--- config.mk ---
export PLATFORM = sky130hd
export DESIGN_NAME = cpu4_core
export DESIGN_NICKNAME = d
export VERILOG_FILES = /design/src/rtl/cpu4_pkg.sv /design/src/rtl/cpu4_alu.sv /design/src/rtl/cpu4_seq.sv /design/src/rtl/cpu4_regs.sv /design/src/rtl/cpu4_core.sv
export SDC_FILE = /design/constraint.sdc
export NUM_CORES = 1
export LEC_CHECK = 0
export ABC_AREA = 1
export BUFFER_PORTS_ARGS = -buffer_cell sky130_fd_sc_hd__buf_4
export CAP_MARGIN = 10
export CORE_MARGIN = 4
export CORE_UTILIZATION = 55
export DETAILED_ROUTE_END_ITERATION = 8
export GPL_ROUTABILITY_DRIVEN = 0
export PLACE_DENSITY = 0.8
export SLEW_MARGIN = 20
export SYNTH_ARGS = -nofsm -noshare
export SYNTH_HDL_FRONTEND = slang
export SYNTH_SLANG_ARGS = --single-unit
export TNS_END_PERCENT = 20
--- constraint.sdc ---
create_clock -name clk_i -period 1.8 [get_ports clk_i]
set_input_delay 0.18 -clock clk_i [delete_from_list [all_inputs] [get_ports clk_i]]
set_output_delay 0.18 -clock clk_i [all_outputs]
set_load 0.01 [all_outputs]
--- src/rtl/cpu4_pkg.sv ---
// Shared widths, opcode and phase encodings for the nibble-serial core.
// Assumes a 4-bit opcode space; the widths below are fixed by that.
package cpu4_pkg;

    localparam int NIB_W  = 4;
    localparam int ADDR_W = 2 * NIB_W;
    localparam int DR_W   = 3 * NIB_W;
    localparam int BUS_W  = 2 * NIB_W;

    // Strobe positions inside the upper nibble of a status phase
    localparam int STB_FETCH = 3;
    localparam int STB_JUMP  = 2;
    localparam int STB_WRITE = 1;
    localparam int STB_ADDR  = 0;

    typedef enum logic [NIB_W-1:0] {
        OP_LDI  = 4'd0,
        OP_ADD  = 4'd1,
        OP_SUB  = 4'd2,
        OP_AND  = 4'd3,
        OP_OR   = 4'd4,
        OP_XOR  = 4'd5,
        OP_CPL  = 4'd6,
        OP_ROL  = 4'd7,
        OP_SETC = 4'd8,
        OP_CLRC = 4'd9,
        OP_DSH  = 4'd10,
        OP_DSA  = 4'd11,
        OP_JMP  = 4'd12,
        OP_JC0  = 4'd13,
        OP_JC1  = 4'd14,
        OP_STA  = 4'd15
    } opcode_e;

    typedef enum logic [2:0] {
        PH_IADR = 3'd0,
        PH_ISTS = 3'd1,
        PH_OADR = 3'd2,
        PH_OSTS = 3'd3,
        PH_DADR = 3'd4,
        PH_DSTS = 3'd5
    } phase_e;

    // True for opcodes that fetch a second nibble as an operand
    function automatic logic takes_operand(input logic [NIB_W-1:0] op);
        return (op <= OP_XOR) || (op == OP_DSH);
    endfunction

endpackage

--- src/rtl/cpu4_alu.sv ---
// Combinational 4-bit ALU of the accumulator core.
// Decides the new accumulator, the new carry and the write enables for one
// executed opcode. Assumes the operand is meaningful only for operand opcodes.
module cpu4_alu
    import cpu4_pkg::*;
(
    input  opcode_e          op_i,
    input  logic [NIB_W-1:0] acc_i,
    input  logic [NIB_W-1:0] opnd_i,
    input  logic             carry_i,
    output logic [NIB_W-1:0] res_o,
    output logic             carry_o,
    output logic             acc_we_o,
    output logic             carry_we_o
);

    logic [NIB_W:0] sum_w;
    logic [NIB_W:0] diff_w;

    // Wide add and subtract, carry or borrow in the top bit
    always_comb begin
        sum_w  = {1'b0, acc_i} + {1'b0, opnd_i} + {{NIB_W{1'b0}}, carry_i};
        diff_w = {1'b0, acc_i} - {1'b0, opnd_i} - {{NIB_W{1'b0}}, carry_i};
    end

    // Result and enable selection per opcode
    always_comb begin
        res_o      = acc_i;
        carry_o    = carry_i;
        acc_we_o   = 1'b0;
        carry_we_o = 1'b0;
        unique case (op_i)
            OP_LDI: begin res_o = opnd_i;          acc_we_o = 1'b1; end
            OP_AND: begin res_o = acc_i & opnd_i;  acc_we_o = 1'b1; end
            OP_OR:  begin res_o = acc_i | opnd_i;  acc_we_o = 1'b1; end
            OP_XOR: begin res_o = acc_i ^ opnd_i;  acc_we_o = 1'b1; end
            OP_CPL: begin res_o = ~acc_i;          acc_we_o = 1'b1; end
            OP_ADD: begin
                res_o      = sum_w[NIB_W-1:0];
                carry_o    = sum_w[NIB_W];
                acc_we_o   = 1'b1;
                carry_we_o = 1'b1;
            end
            OP_SUB: begin
                res_o      = diff_w[NIB_W-1:0];
                carry_o    = diff_w[NIB_W];
                acc_we_o   = 1'b1;
                carry_we_o = 1'b1;
            end
            OP_ROL: begin
                res_o      = {acc_i[NIB_W-2:0], carry_i};
                carry_o    = acc_i[NIB_W-1];
                acc_we_o   = 1'b1;
                carry_we_o = 1'b1;
            end
            OP_SETC: begin carry_o = 1'b1; carry_we_o = 1'b1; end
            OP_CLRC: begin carry_o = 1'b0; carry_we_o = 1'b1; end
            default: ;
        endcase
    end

endmodule

--- src/rtl/cpu4_seq.sv ---
// Phase sequencer: steps the address/status pairs of each instruction,
// holds the opcode and tells the register file when to execute, advance or
// load the address. Assumes the opcode and flags are valid at the end of
// the fetch status phase, and the operand at the end of the operand status.
module cpu4_seq
    import cpu4_pkg::*;
(
    input  logic             clk_i,
    input  logic             rst_ni,
    input  logic [NIB_W-1:0] nib_i,
    input  logic [1:0]       cond_i,
    output phase_e           phase_o,
    output opcode_e          ir_o,
    output opcode_e          exec_op_o,
    output logic             exec_en_o,
    output logic             mar_inc_o,
    output logic             mar_load_o
);

    phase_e  phase_q, phase_d;
    opcode_e ir_q;
    opcode_e nib_op;
    logic    branch_pair;

    assign nib_op = opcode_e'(nib_i);

    // Decide at fetch time whether a branch-register pair follows
    always_comb begin
        branch_pair = (nib_op == OP_JMP) || (nib_op == OP_STA)
                   || ((nib_op == OP_JC0) && cond_i[0])
                   || ((nib_op == OP_JC1) && cond_i[1]);
    end

    // Next-phase selection
    always_comb begin
        phase_d = PH_IADR;
        unique case (phase_q)
            PH_IADR: phase_d = PH_ISTS;
            PH_ISTS: begin
                if (takes_operand(nib_i))  phase_d = PH_OADR;
                else if (branch_pair)      phase_d = PH_DADR;
                else                       phase_d = PH_IADR;
            end
            PH_OADR: phase_d = PH_OSTS;
            PH_OSTS: phase_d = PH_IADR;
            PH_DADR: phase_d = PH_DSTS;
            PH_DSTS: phase_d = PH_IADR;
            default: phase_d = PH_IADR;
        endcase
    end

    // Phase register and opcode capture
    always_ff @(posedge clk_i) begin
        if (!rst_ni) begin
            phase_q <= PH_IADR;
            ir_q    <= OP_LDI;
        end else begin
            phase_q <= phase_d;
            if (phase_q == PH_ISTS) ir_q <= nib_op;
        end
    end

    // Execute, advance and load strobes toward the register file
    always_comb begin
        exec_op_o  = (phase_q == PH_ISTS) ? nib_op : ir_q;
        exec_en_o  = ((phase_q == PH_ISTS) && !takes_operand(nib_i))
                  || (phase_q == PH_OSTS);
        mar_inc_o  = (phase_q == PH_ISTS) || (phase_q == PH_OSTS);
        mar_load_o = (phase_q == PH_DSTS) && (ir_q != OP_STA);
    end

    assign phase_o = phase_q;
    assign ir_o    = ir_q;


    fetch_pair_chk: assert property (@(posedge clk_i) disable iff (!rst_ni)
        (phase_q == PH_IADR) |=> (phase_q == PH_ISTS));


    branch_pair_chk: assert property (@(posedge clk_i) disable iff (!rst_ni)
        (phase_q == PH_DADR) |=> (phase_q == PH_DSTS));


    cond_skip_chk: assert property (@(posedge clk_i) disable iff (!rst_ni)
        ((phase_q == PH_ISTS) && (nib_i == OP_JC0) && !cond_i[0])
        |=> (phase_q == PH_IADR));


    operand_pair_chk: assert property (@(posedge clk_i) disable iff (!rst_ni)
        ((phase_q == PH_ISTS) && takes_operand(nib_i)) |=> (phase_q == PH_OADR));

endmodule

--- src/rtl/cpu4_regs.sv ---
// Architectural state: accumulator, carry, address register and the 12-bit
// branch register, updated by the sequencer strobes and the ALU.
// Assumes at most one of advance/load is raised in a cycle.
module cpu4_regs
    import cpu4_pkg::*;
#(
    parameter logic [ADDR_W-1:0] RESET_PC = '0
) (
    input  logic              clk_i,
    input  logic              rst_ni,
    input  phase_e            phase_i,
    input  opcode_e           exec_op_i,
    input  logic              exec_en_i,
    input  logic              mar_inc_i,
    input  logic              mar_load_i,
    input  logic [NIB_W-1:0]  nib_i,
    output logic [NIB_W-1:0]  acc_o,
    output logic [ADDR_W-1:0] mar_o,
    output logic [DR_W-1:0]   dr_o
);

    localparam int DR_KEEP = DR_W - NIB_W;

    logic [NIB_W-1:0]  acc_q;
    logic              carry_q;
    logic [ADDR_W-1:0] mar_q;
    logic [DR_W-1:0]   dr_q;

    logic [NIB_W-1:0]  alu_res;
    logic              alu_carry;
    logic              alu_acc_we;
    logic              alu_carry_we;

    cpu4_alu u_alu (
        .op_i       (exec_op_i),
        .acc_i      (acc_q),
        .opnd_i     (nib_i),
        .carry_i    (carry_q),
        .res_o      (alu_res),
        .carry_o    (alu_carry),
        .acc_we_o   (alu_acc_we),
        .carry_we_o (alu_carry_we)
    );

    // Accumulator and carry update on execute
    always_ff @(posedge clk_i) begin
        if (!rst_ni) begin
            acc_q   <= '0;
            carry_q <= 1'b0;
        end else if (exec_en_i) begin
            if (alu_acc_we)   acc_q   <= alu_res;
            if (alu_carry_we) carry_q <= alu_carry;
        end
    end

    // Branch register: shift a nibble in at the low end
    always_ff @(posedge clk_i) begin
        if (!rst_ni) begin
            dr_q <= '0;
        end else if (exec_en_i && (exec_op_i == OP_DSH)) begin
            dr_q <= {dr_q[DR_KEEP-1:0], nib_i};
        end else if (exec_en_i && (exec_op_i == OP_DSA)) begin
            dr_q <= {dr_q[DR_KEEP-1:0], acc_q};
        end
    end

    // Address register: advance after each sampled nibble or take the target
    always_ff @(posedge clk_i) begin
        if (!rst_ni)         mar_q <= RESET_PC;
        else if (mar_load_i) mar_q <= dr_q[ADDR_W-1:0];
        else if (mar_inc_i)  mar_q <= mar_q + 1'b1;
    end

    assign acc_o = acc_q;
    assign mar_o = mar_q;
    assign dr_o  = dr_q;


    mar_step_chk: assert property (@(posedge clk_i) disable iff (!rst_ni)
        (phase_i == PH_OSTS) |=> (mar_q == ADDR_W'($past(mar_q) + 1'b1)));


    jump_target_chk: assert property (@(posedge clk_i) disable iff (!rst_ni)
        mar_load_i |=> (mar_q == $past(dr_q[ADDR_W-1:0])));


    carry_set_chk: assert property (@(posedge clk_i) disable iff (!rst_ni)
        (exec_en_i && (exec_op_i == OP_SETC)) |=> (carry_q && $stable(acc_q)));


    store_keeps_chk: assert property (@(posedge clk_i) disable iff (!rst_ni)
        (phase_i == PH_DSTS) |=> ($stable(acc_q) && $stable(dr_q) && $stable(carry_q)));

endmodule

--- src/rtl/cpu4_core.sv ---
// Top of the nibble-serial accumulator core. Joins the sequencer and the
// register file and drives the shared 8-bit bus: an address in each address
// phase, strobes plus a data nibble in each status phase.
// Assumes external logic latches address phases and answers in status phases.
module cpu4_core
    import cpu4_pkg::*;
#(
    parameter logic [ADDR_W-1:0] RESET_PC = '0
) (
    input  logic             clk_i,
    input  logic             rst_ni,
    input  logic [NIB_W-1:0] nib_i,
    input  logic [1:0]       cond_i,
    output logic [BUS_W-1:0] bus_o
);

    phase_e            phase;
    opcode_e           ir;
    opcode_e           exec_op;
    logic              exec_en;
    logic              mar_inc;
    logic              mar_load;
    logic [NIB_W-1:0]  acc;
    logic [ADDR_W-1:0] mar;
    logic [DR_W-1:0]   dr;
    logic [NIB_W-1:0]  stb;
    logic [NIB_W-1:0]  low_nib;

    cpu4_seq u_seq (
        .clk_i      (clk_i),
        .rst_ni     (rst_ni),
        .nib_i      (nib_i),
        .cond_i     (cond_i),
        .phase_o    (phase),
        .ir_o       (ir),
        .exec_op_o  (exec_op),
        .exec_en_o  (exec_en),
        .mar_inc_o  (mar_inc),
        .mar_load_o (mar_load)
    );

    cpu4_regs #(
        .RESET_PC (RESET_PC)
    ) u_regs (
        .clk_i      (clk_i),
        .rst_ni     (rst_ni),
        .phase_i    (phase),
        .exec_op_i  (exec_op),
        .exec_en_i  (exec_en),
        .mar_inc_i  (mar_inc),
        .mar_load_i (mar_load),
        .nib_i      (nib_i),
        .acc_o      (acc),
        .mar_o      (mar),
        .dr_o       (dr)
    );

    // Strobe nibble and data nibble for the status phases
    always_comb begin
        stb     = '0;
        low_nib = acc;
        unique case (phase)
            PH_ISTS: begin
                stb[STB_FETCH] = 1'b1;
                stb[STB_ADDR]  = 1'b1;
            end
            PH_OSTS: stb[STB_ADDR] = 1'b1;
            PH_DSTS: begin
                if (ir == OP_STA) begin
                    stb[STB_WRITE] = 1'b1;
                end else begin
                    stb[STB_JUMP] = 1'b1;
                    low_nib       = dr[DR_W-1:DR_W-NIB_W];
                end
            end
            default: ;
        endcase
    end

    // Output bus multiplexer across phases
    always_comb begin
        unique case (phase)
            PH_IADR, PH_OADR: bus_o = mar;
            PH_DADR:          bus_o = dr[ADDR_W-1:0];
            default:          bus_o = {stb, low_nib};
        endcase
    end


    strobe_excl_chk: assert property (@(posedge clk_i) disable iff (!rst_ni)
        ((phase == PH_ISTS) || (phase == PH_OSTS) || (phase == PH_DSTS))
        |-> $onehot0(bus_o[BUS_W-1:BUS_W-3]));

endmodule

==> run_results.csv <==
group,metric,value,unit
final_layout,final_cell_mix,"sky130_fd_sc_hd__nand2_1, sky130_fd_sc_hd__buf_4, sky130_fd_sc_hd__inv_1",
global_routing,antenna_found_initial,0,
final_layout,layout.cells.most_common,"sky130_fd_sc_hd__nand2_1",
sta,max_slew_violation_total_from_the_final_report,0,
setup_path,cp_max_fo,2,
logic_synthesis,synth.area.top_cells,"sky130_fd_sc_hd__dfxtp_1, sky130_fd_sc_hd__nand2_1, sky130_fd_sc_hd__ha_1",
global_routing,gr-total-overflow,0,
final_layout,area_growth,23.1,%
setup_path,cp_num_buf_inv,1,
outcome,outcome,"complete, but fails checks",
final_layout,finalNetCount,432,
setup_path,critical_path.endpoint_type,"flip-flop",
setup_path,endpoint_of_the_worst_slack_reg_to_reg_timing_path,"u_regs.carry_q",
route,ant_nets,0,
min_path,hold_path.class,"in2reg",
power,post-layout-total-power,2190,uW
global_routing,vias_in_the_first_global_route,2388,
cts,cts.sinks,32,
global_routing,gr-usage-all-layers,0.254,
flow_run,timing.max_cap.violations,0,
logic_synthesis,postSynthNetCount,382,
final_layout,layout-drive-gt1-share,0.267,
cts,cts-root-to-sink-buffers,2,
logic_synthesis,synth.ff_latch_count,32,
setup_path,crit_path_cell_trace,"inv_2 > fa_2 > fa_2 > o21ai_1 > nand2_1 > xor2_1 > nor2_1 > nor2_1 > o21ai_2 > nand2_1 > a21oi_2",
logic_synthesis,synth_top_cell_by_area,"sky130_fd_sc_hd__dfxtp_1",
place,io_buffers,15,
sta,worst_slew_pin_slew,592,ps
logic_synthesis,post_synth_design_cell_area,2520,sq um
power,power.static_leakage,0.00137,uW
logic_synthesis,netlist_instances,357,
setup_path,critical_path_depth,11,
global_routing,grt_max_degree,19,
sta,worst_relative_slew_slack,0.605,
setup_path,cp-startpoint,"u_regs.carry_q",
cts,path_clk_slew,70,ps
setup_path,setup.worst_path.end,"u_regs.carry_q",
route,wl_per_cell,15.2,um
logic_synthesis,synth_top_flop_cell,"sky130_fd_sc_hd__dfxtp_1",
setup_path,critical-path-top-delay-family,"adder cells",
route,total_wirelength,6980,um
logic_synthesis,post_synthesis_sequential_area_ratio,0.254,
route,drc,0,
route,vias,2658,
cts,tritoncts,"yes",
setup_path,regToRegStartpoint,"u_regs.carry_q",
cts,tritoncts.num_buffers,5,
final_layout,postLayoutCoreUtil,0.707,
setup_path,worst-r2r-cell-count,11,
sta,final.min_clock_period,1950,ps
logic_synthesis,avgSynthCellArea,7.06,sq um
route,detailedRoute.firstIterationViolations,289,
global_routing,grt_pass1_wl,11100,um
setup_path,r2r_slack,-150,ps
place,place_ws,-152,ps
power,power_density,705,nW/um^2
die,fp.dieH,75.7,um
die,num_rows,24,
final_layout,insertedDiodeCount,0,
setup_path,crit_arrival,2100,ps
cts,cts-root-buf,"sky130_fd_sc_hd__clkbuf_8",
logic_synthesis,netlist-cell-type-count,37,
place,dp_hpwl,5120,um
sta,final_min_period_over_clock_period,1.08,
cts,quantity_of_hold_fixing_buffers_added_after_cts,0,
cts,htreeDepth,2,
die,starting_density_of_the_core,0.574,
logic_synthesis,synth_async_sr_flop_share,0,
sta,max_freq,0.513,GHz
outcome,failing_checks,"setup timing",
die,die-width,75.7,um
setup_path,slowest_stage,"sky130_fd_sc_hd__fa_2",
cts,clk-insertion-delay-late,290,ps
setup_path,worstSetupStartpointType,"flip-flop",
die,boundaryPins,16,
sta,timing.final.hold_violations,0,
sta,setup-violations-final,8,
die,core_region_area,4380,sq um
logic_synthesis,synth_enable_flop_cells,0,
route,via_per_inst,5.78,
setup_path,critPathKind,"reg2reg",
logic_synthesis,yosys.area.top_type_share,0.254,
die,die_area,5730,sq um
sta,final.setup.worst_slack,-150,ps
min_path,hold_depth,3,
sta,rsz_0062_raised_after_global_routing,"yes",
power,power.ir.vdd_worst,0.427,mV
setup_path,crit_path_max_incr_delay,370,ps
sta,fin_worst_skew,4.53,ps
logic_synthesis,yosys_warnings,0,
setup_path,critical_path_required,1950,ps
route,detailedRoute.firstPassIterationCount,5,
[stage by stage]
stage	TNS, ps	area (sq um)	hold WS, ps	std cells
2_1_floorplan	-10.9	2530	318	357
4_1_cts	-274	3020	194	455
5_1_grt	-1200	3100	206	460
3_5_place_dp	-379	2900	472	447
3_3_place_gp	-155	2900	460	447
6_report	-400	3100	206	460
[per-layer routing]
layer	GRT usage	vias up	wire length, um
met4	0.0738	0	123
met1	0.353	1222	3050
met3	0.0475	19	533
met2	0.401	122	3280
li1	-	1295	-
met5	0	-	0
[synthesized netlist by cell type (3+ instances only)]
master,count
sky130_fd_sc_hd__nand2_1,84
sky130_fd_sc_hd__inv_1,35
sky130_fd_sc_hd__dfxtp_1,32
sky130_fd_sc_hd__nand3_1,29
sky130_fd_sc_hd__nor2_1,28
sky130_fd_sc_hd__a21oi_1,24
sky130_fd_sc_hd__o21ai_0,21
sky130_fd_sc_hd__ha_1,13
sky130_fd_sc_hd__a31oi_1,9
sky130_fd_sc_hd__nand2_2,9
sky130_fd_sc_hd__nand2_4,5
sky130_fd_sc_hd__o211ai_1,5
sky130_fd_sc_hd__o21ai_1,5
sky130_fd_sc_hd__fa_1,4
sky130_fd_sc_hd__nor2_4,4
sky130_fd_sc_hd__nor2_8,4
sky130_fd_sc_hd__nor3_1,4
sky130_fd_sc_hd__xor2_1,4
sky130_fd_sc_hd__clkbuf_1,3
sky130_fd_sc_hd__inv_4,3
sky130_fd_sc_hd__nand3b_1,3
sky130_fd_sc_hd__nand4_1,3
sky130_fd_sc_hd__o21ai_2,3
sky130_fd_sc_hd__o221ai_1,3
sky130_fd_sc_hd__xnor2_1,3
[final cells by class]
class,count,area [sq um]
clock buffer,5,68.8
clock inverter,3,23.8
fill,347,1280
inverter,40,163
multi-input combinational,279,1730
sequential,32,649
tap,52,65.1
timing repair buffer,49,404
[worst register-to-register path: cells and delay by family, from the launching register on]
family | cells | cell delay, ps
compound gates | 3 | 260
xor+xnor | 1 | 130
flops | 1 | 340
fa+ha+maj | 2 | 720
buf+inv | 1 | 40
simple gates | 4 | 330
[repair_timing]
action | in CTS | in global routing
resized for setup | 13 | 10
setup endpoints to repair | 12 | 18
buffers inserted | 0 | 5
hold endpoints to repair | 0 | 0
pin swaps | 1 | 3
[state kept, by name (all words and copies together), names as in the netlist]
name and flops:
u_regs.dr_o 12, u_regs.mar_o 8, u_seq.ir_o 4, u_regs.acc_o 4, u_regs.carry_q 1, u_seq.phase_o 3
[worst min-delay path by stage]
stage | slack, ps | from | to
after detailed placement | 470 | u_regs.dr_o[8] | u_regs.dr_o[8]
after CTS | 190 | rst_ni | u_seq.phase_o[0]
after global placement | 460 | u_regs.dr_o[8] | u_regs.dr_o[8]
after floorplan | 320 | rst_ni | u_regs.dr_o[0]
final | 210 | rst_ni | u_seq.phase_o[0]
after global routing | 210 | rst_ni | u_seq.phase_o[0]
[logic make-up after synthesis]
kind of cell / after synthesis / share of synthesized area
AND/OR/NAND/NOR: 180 / 0.373
AO/OA/AOI/OAI: 75 / 0.174
buffers and inverters: 46 / 0.0780
flip-flops: 32 / 0.254
adder cells (fa/ha/maj): 17 / 0.0964
XOR/XNOR: 7 / 0.0243
[where the power goes]
group / internal (uW) / switching [uW] / total (uW)
clock: 274 / 305 / 579
sequential: 738 / 29.3 / 767
combinational: 335 / 507 / 842
No activity file was read; power rests on OpenSTA's default activity.
